## src/rtl/rtdf_pkg.sv

```systemverilog
package rtdf_pkg;
   localparam int unsigned STAT_W    = 8;
   localparam int unsigned B_ABOVE   = 7;
   localparam int unsigned B_BELOW   = 6;
   localparam int unsigned B_WIRE_HI = 5;
   localparam int unsigned B_WIRE_LO = 3;
   localparam int unsigned B_OVUV    = 2;
   localparam int unsigned WIRE_N    = B_WIRE_HI - B_WIRE_LO + 1;
   localparam logic [STAT_W-1:0] STAT_MASK = 8'hFC;

   typedef logic [STAT_W-1:0] stat_t;
endpackage

```

## src/rtl/rtdf_sync.sv

```systemverilog
module rtdf_sync #(
   parameter int unsigned STAGES = 2
) (
   input  logic clk,
   input  logic rst_n,
   input  logic d,
   output logic q
);
   generate
      if (STAGES == 0) begin : g_pass
         assign q = d;
      end else begin : g_chain
         logic [STAGES-1:0] chain;
         always_ff @(posedge clk or negedge rst_n) begin
            if (!rst_n) chain <= '0;
            else if (STAGES == 1) chain <= d;
            else chain <= {chain[STAGES-2:0], d};
         end
         assign q = chain[STAGES-1];
      end
   endgenerate
endmodule

```

## src/rtl/rtdf_limit_cmp.sv

```systemverilog
module rtdf_limit_cmp #(
   parameter int unsigned CODE_W = 15
) (
   input  logic [CODE_W-1:0] code,
   input  logic [CODE_W:0]   hi_word,
   input  logic [CODE_W:0]   lo_word,
   output logic              at_or_above,
   output logic              at_or_below
);
   logic [CODE_W-1:0] hi_code;
   logic [CODE_W-1:0] lo_code;

   assign hi_code     = hi_word[CODE_W:1];
   assign lo_code     = lo_word[CODE_W:1];
   assign at_or_above = (code >= hi_code);
   assign at_or_below = (code <= lo_code);
endmodule

```

## src/rtl/rtdf_status_reg.sv

```systemverilog
module rtdf_status_reg
   import rtdf_pkg::*;
(
   input  logic  clk,
   input  logic  rst_n,
   input  stat_t set_vec,
   input  logic  clear,
   output stat_t status
);
   stat_t nxt;

   always_comb begin
      if (clear) nxt = set_vec;
      else       nxt = status | set_vec;
      nxt = nxt & STAT_MASK;
   end

   always_ff @(posedge clk or negedge rst_n) begin
      if (!rst_n) status <= '0;
      else        status <= nxt;
   end
endmodule

```

## src/rtl/rtdf_result_gate.sv

```systemverilog
module rtdf_result_gate #(
   parameter int unsigned CODE_W = 15
) (
   input  logic              clk,
   input  logic              rst_n,
   input  logic              take,
   input  logic [CODE_W-1:0] code,
   output logic [CODE_W-1:0] code_q,
   output logic              upd
);
   always_ff @(posedge clk or negedge rst_n) begin
      if (!rst_n) begin
         code_q <= '0;
         upd    <= 1'b0;
      end else begin
         upd <= take;
         if (take) code_q <= code;
      end
   end
endmodule

```

## src/rtl/rtdf_guard.sv

```systemverilog
module rtdf_guard
   import rtdf_pkg::*;
#(
   parameter int unsigned CODE_W      = 15,
   parameter int unsigned SYNC_STAGES = 2
) (
   input  logic              clk,
   input  logic              rst_n,
   input  logic              conv_valid,
   input  logic [CODE_W-1:0] conv_code,
   input  logic [CODE_W:0]   hi_limit,
   input  logic [CODE_W:0]   lo_limit,
   input  logic              ov_flag,
   input  logic [2:0]        wire_flags,
   input  logic              clear_req,
   output logic [7:0]        status,
   output logic [CODE_W:0]   result,
   output logic              result_upd
);
   localparam int unsigned RES_W = CODE_W + 1;

   generate
      if (CODE_W < 2 || CODE_W > 31) begin : g_bad_w
         $error("rtdf_guard: CODE_W out of range");
      end
      if (SYNC_STAGES > 4) begin : g_bad_s
         $error("rtdf_guard: SYNC_STAGES above 4");
      end
      if (WIRE_N != 3) begin : g_bad_n
         $error("rtdf_guard: wire flag count mismatch");
      end
   endgenerate

   logic              ov_live;
   logic              take;
   logic              above;
   logic              below;
   logic [CODE_W-1:0] code_q;
   stat_t             set_vec;
   stat_t             stat_q;

   rtdf_sync #(.STAGES(SYNC_STAGES)) u_sync (
      .clk(clk), .rst_n(rst_n), .d(ov_flag), .q(ov_live)
   );

   rtdf_limit_cmp #(.CODE_W(CODE_W)) u_cmp (
      .code(conv_code), .hi_word(hi_limit), .lo_word(lo_limit),
      .at_or_above(above), .at_or_below(below)
   );

   assign take = conv_valid & ~ov_live;

   always_comb begin
      set_vec                      = '0;
      set_vec[B_ABOVE]             = take & above;
      set_vec[B_BELOW]             = take & below;
      set_vec[B_WIRE_HI:B_WIRE_LO] = wire_flags;
      set_vec[B_OVUV]              = ov_live;
   end

   rtdf_status_reg u_stat (
      .clk(clk), .rst_n(rst_n), .set_vec(set_vec),
      .clear(clear_req), .status(stat_q)
   );

   rtdf_result_gate #(.CODE_W(CODE_W)) u_res (
      .clk(clk), .rst_n(rst_n), .take(take), .code(conv_code),
      .code_q(code_q), .upd(result_upd)
   );

   assign status = stat_q;
   assign result = {code_q, |stat_q};

   logic [RES_W-1:0] unused_chk;
   assign unused_chk = result;
endmodule

```

## config.mk

```make
export PLATFORM = sky130hd
export DESIGN_NAME = rtdf_guard
export DESIGN_NICKNAME = d
export VERILOG_FILES = /design/src/rtl/rtdf_pkg.sv /design/src/rtl/rtdf_sync.sv /design/src/rtl/rtdf_limit_cmp.sv /design/src/rtl/rtdf_status_reg.sv /design/src/rtl/rtdf_result_gate.sv /design/src/rtl/rtdf_guard.sv
export SDC_FILE = /design/constraint.sdc
export NUM_CORES = 1
export LEC_CHECK = 0
export BUFFER_PORTS_ARGS = -buffer_cell sky130_fd_sc_hd__buf_2
export CORE_UTILIZATION = 42
export DETAILED_ROUTE_END_ITERATION = 8
export PLACE_DENSITY = 0.76
export SKIP_CTS_REPAIR_TIMING = 1
export SYNTH_ARGS = -nofsm -noshare
export SYNTH_HDL_FRONTEND = slang
export SYNTH_SLANG_ARGS = --single-unit
```

## constraint.sdc

```tcl
create_clock -name clk -period 1.1 [get_ports clk]
set_input_delay 0.22 -clock clk [delete_from_list [all_inputs] [get_ports clk]]
set_output_delay 0.22 -clock clk [all_outputs]
set_load 0.1 [all_outputs]
```

==> flow_metrics.tcl <==
set metrics [dict create \
    place_area_sq_um 2730 \
    cp_num_buf_inv 1 \
    gp_congestion 0.786 \
    h-tree-depth 1 \
    final_cell_mix "46 x nand2_1, 40 x buf_2, 23 x buf_12" \
    worstHoldPathType "in -> reg" \
    wirelength_microns 5060 \
    grt_start_max_net_pins 25 \
    period_needed_ns 1.56 \
    critPathMaxStageDelay_ns 0.50 \
    final_common_cell "nand2_1" \
    yosysSeqAreaShare_pct 36.1 \
    coreArea_sq_um 3740 \
    critPathSlowestCell "dfrtp_4" \
    worstHoldPathCells 1 \
    violations "setup timing" \
    setup_viol 9 \
    post_layout_nonfiller_instances 335 \
    fin_ws_ns -0.455 \
    first_global_vias 1737 \
    design_area_sq_um 3100 \
    overflow 0 \
    cp-end-kind "primary output" \
    grt_pass1_wl_microns 7520 \
    dpl.cell_count 327 \
    first_iter_violations 62 \
    dpl.hpwl_microns 3760 \
    area_delta_synth_final_pct 86.2 \
    cp_top_family "flip-flops" \
    arrival_ns 1.34 \
    p_per_area_nw_per_um2 1140 \
    route.detailed.drc 0 \
    synth_seq_cells 24 \
    rows 22 \
    grt_usage_pct 23.0 \
    antenna_found_initial 0 \
    hold_ws_ns 0.0686 \
    rsz0062_at_grt "true" \
    drv_slew 0 \
    fin_crit_sh_pct 141 \
    critical_path_required_ns 0.88 \
    via_per_inst 5.15 \
    crit_type "reg -> out" \
    maxCapViolations 0 \
    ir_drop_mv 0.685 \
    die_x_microns 64.9 \
    path_clk_slew_ns 0.08 \
    clock_sinks 24 \
    timing.rr.start "u_sync.g_chain.chain[1]" \
    port_buffers 75 \
    rr_endpoint "u_stat.status[6]" \
    cts_inserted_buffers 3 \
    rrSetupSlack_ns 0.06 \
    power_leakage_nw 1.51 \
    synth.distinct_cells 27 \
    cp-start-kind "flop" \
    cts_buffer_depth 2 \
    synth_area_sq_um 1660 \
    startpoint "u_stat.status[4]" \
    dp_slack_ns -0.310 \
    drive_above_1_share_pct 59.2 \
    ant_nets 0 \
    fmaxAchievable_mhz 643 \
    crit_chain "nor4_4 > nand2_4 > buf_12" \
    r2r_cells 4 \
    avgSynthCellArea_sq_um 8.62 \
    min_from "ov_flag" \
    fp.dieH_microns 64.9 \
    clock-root-buffer "clkbuf_8" \
    die_area_sq_um 4220 \
    clock_latency_ns 0.27 \
    tritoncts "yes" \
    min_to "u_sync.g_chain.chain[0]" \
    initial_core_util_pct 44.5 \
    yosysWarnings 0 \
    hold_viol_final 0 \
    first_pass_iters 4 \
    syn_inst 193 \
    status "complete, but fails checks" \
    worstPathMaxFanout 2 \
    final_net_count 373 \
    post_drt_wl_per_cell_microns 15.1 \
    ios 80 \
    fin_skew_ns 0.0106 \
    dr_total_vias 1724 \
    finalSetupTns_ns -1.29 \
    diodes 0 \
]
[metal layers]
layer	wire length [microns]	global-route usage, %
met1	1950	27.1
met5	0	0
met2	2780	42.4
met4	102	7.78
met3	229	2.82
[cell usage after synthesis, drive strengths merged]
master  count  share of area (%)
a211oi      5                2.6
nor3        2               0.60
o211ai      1               0.75
nand2      47                 11
conb        1               0.23
o21a        1               0.45
nand3       4                1.2
inv        33                7.4
dfrtp      24                 36
o31ai       1               0.45
o21ai       6                1.8
nand3b      2               0.90
o21bai      1               0.45
ha         30                 23
o221ai      1               0.53
nor2        5                1.1
a21oi       7                2.1
a21o        5                2.3
buf         5                2.0
nand4       8                3.4
nor4        2                1.1
nand2b      1               0.83
o311a       1               0.60
[report_power, final]
group | switching, mW | internal (mW)
Clock | 0.286 | 0.259
Combinational | 1.14 | 0.759
Sequential | 0.102 | 0.996
Total | 1.53 | 2.01
[worst max-delay path by stage]
stage	cells after the start	slack, ns	end
5_1_grt	3	-0.51	result[0]
3_5_place_dp	6	-0.31	u_stat.status[6]
3_3_place_gp	6	-0.28	u_stat.status[6]
2_1_floorplan	2	-0.32	result[0]
6_report	3	-0.46	result[0]
4_1_cts	3	-0.54	result[0]
[kinds of logic after synthesis]
family	Yosys count	share of synthesized area (%)
compound gates	29	12.0
fa+ha+maj	30	22.6
buf+inv	38	9.40
flops	24	36.1
other cells	1	0.225
simple gates	71	19.8
[through the flow]
stage                     utilization [%]  total power, mW
after floorplan                         -             2.11
after global placement               72.8             2.80
after detailed placement             72.8             2.84
after CTS                            74.0             3.38
after global routing                 82.8             3.68
final                                82.8             3.54
[layout make-up]
class / instances / area, sq um
fill: 211 / 644
timing repair buffer: 94 / 967
tap: 48 / 60.1
multi-input combinational: 132 / 1260
inverter: 33 / 131
clock buffer: 4 / 45.0
sequential: 24 / 636
[state kept, by name (all words and copies together) (netlist names)]
| register | flops |
|---|---|
| u_res.code_q | 15 |
| u_res.upd | 1 |
| u_stat.status | 6 |
| u_sync.g_chain.chain | 2 |
No activity file was read; power rests on OpenSTA's default activity.
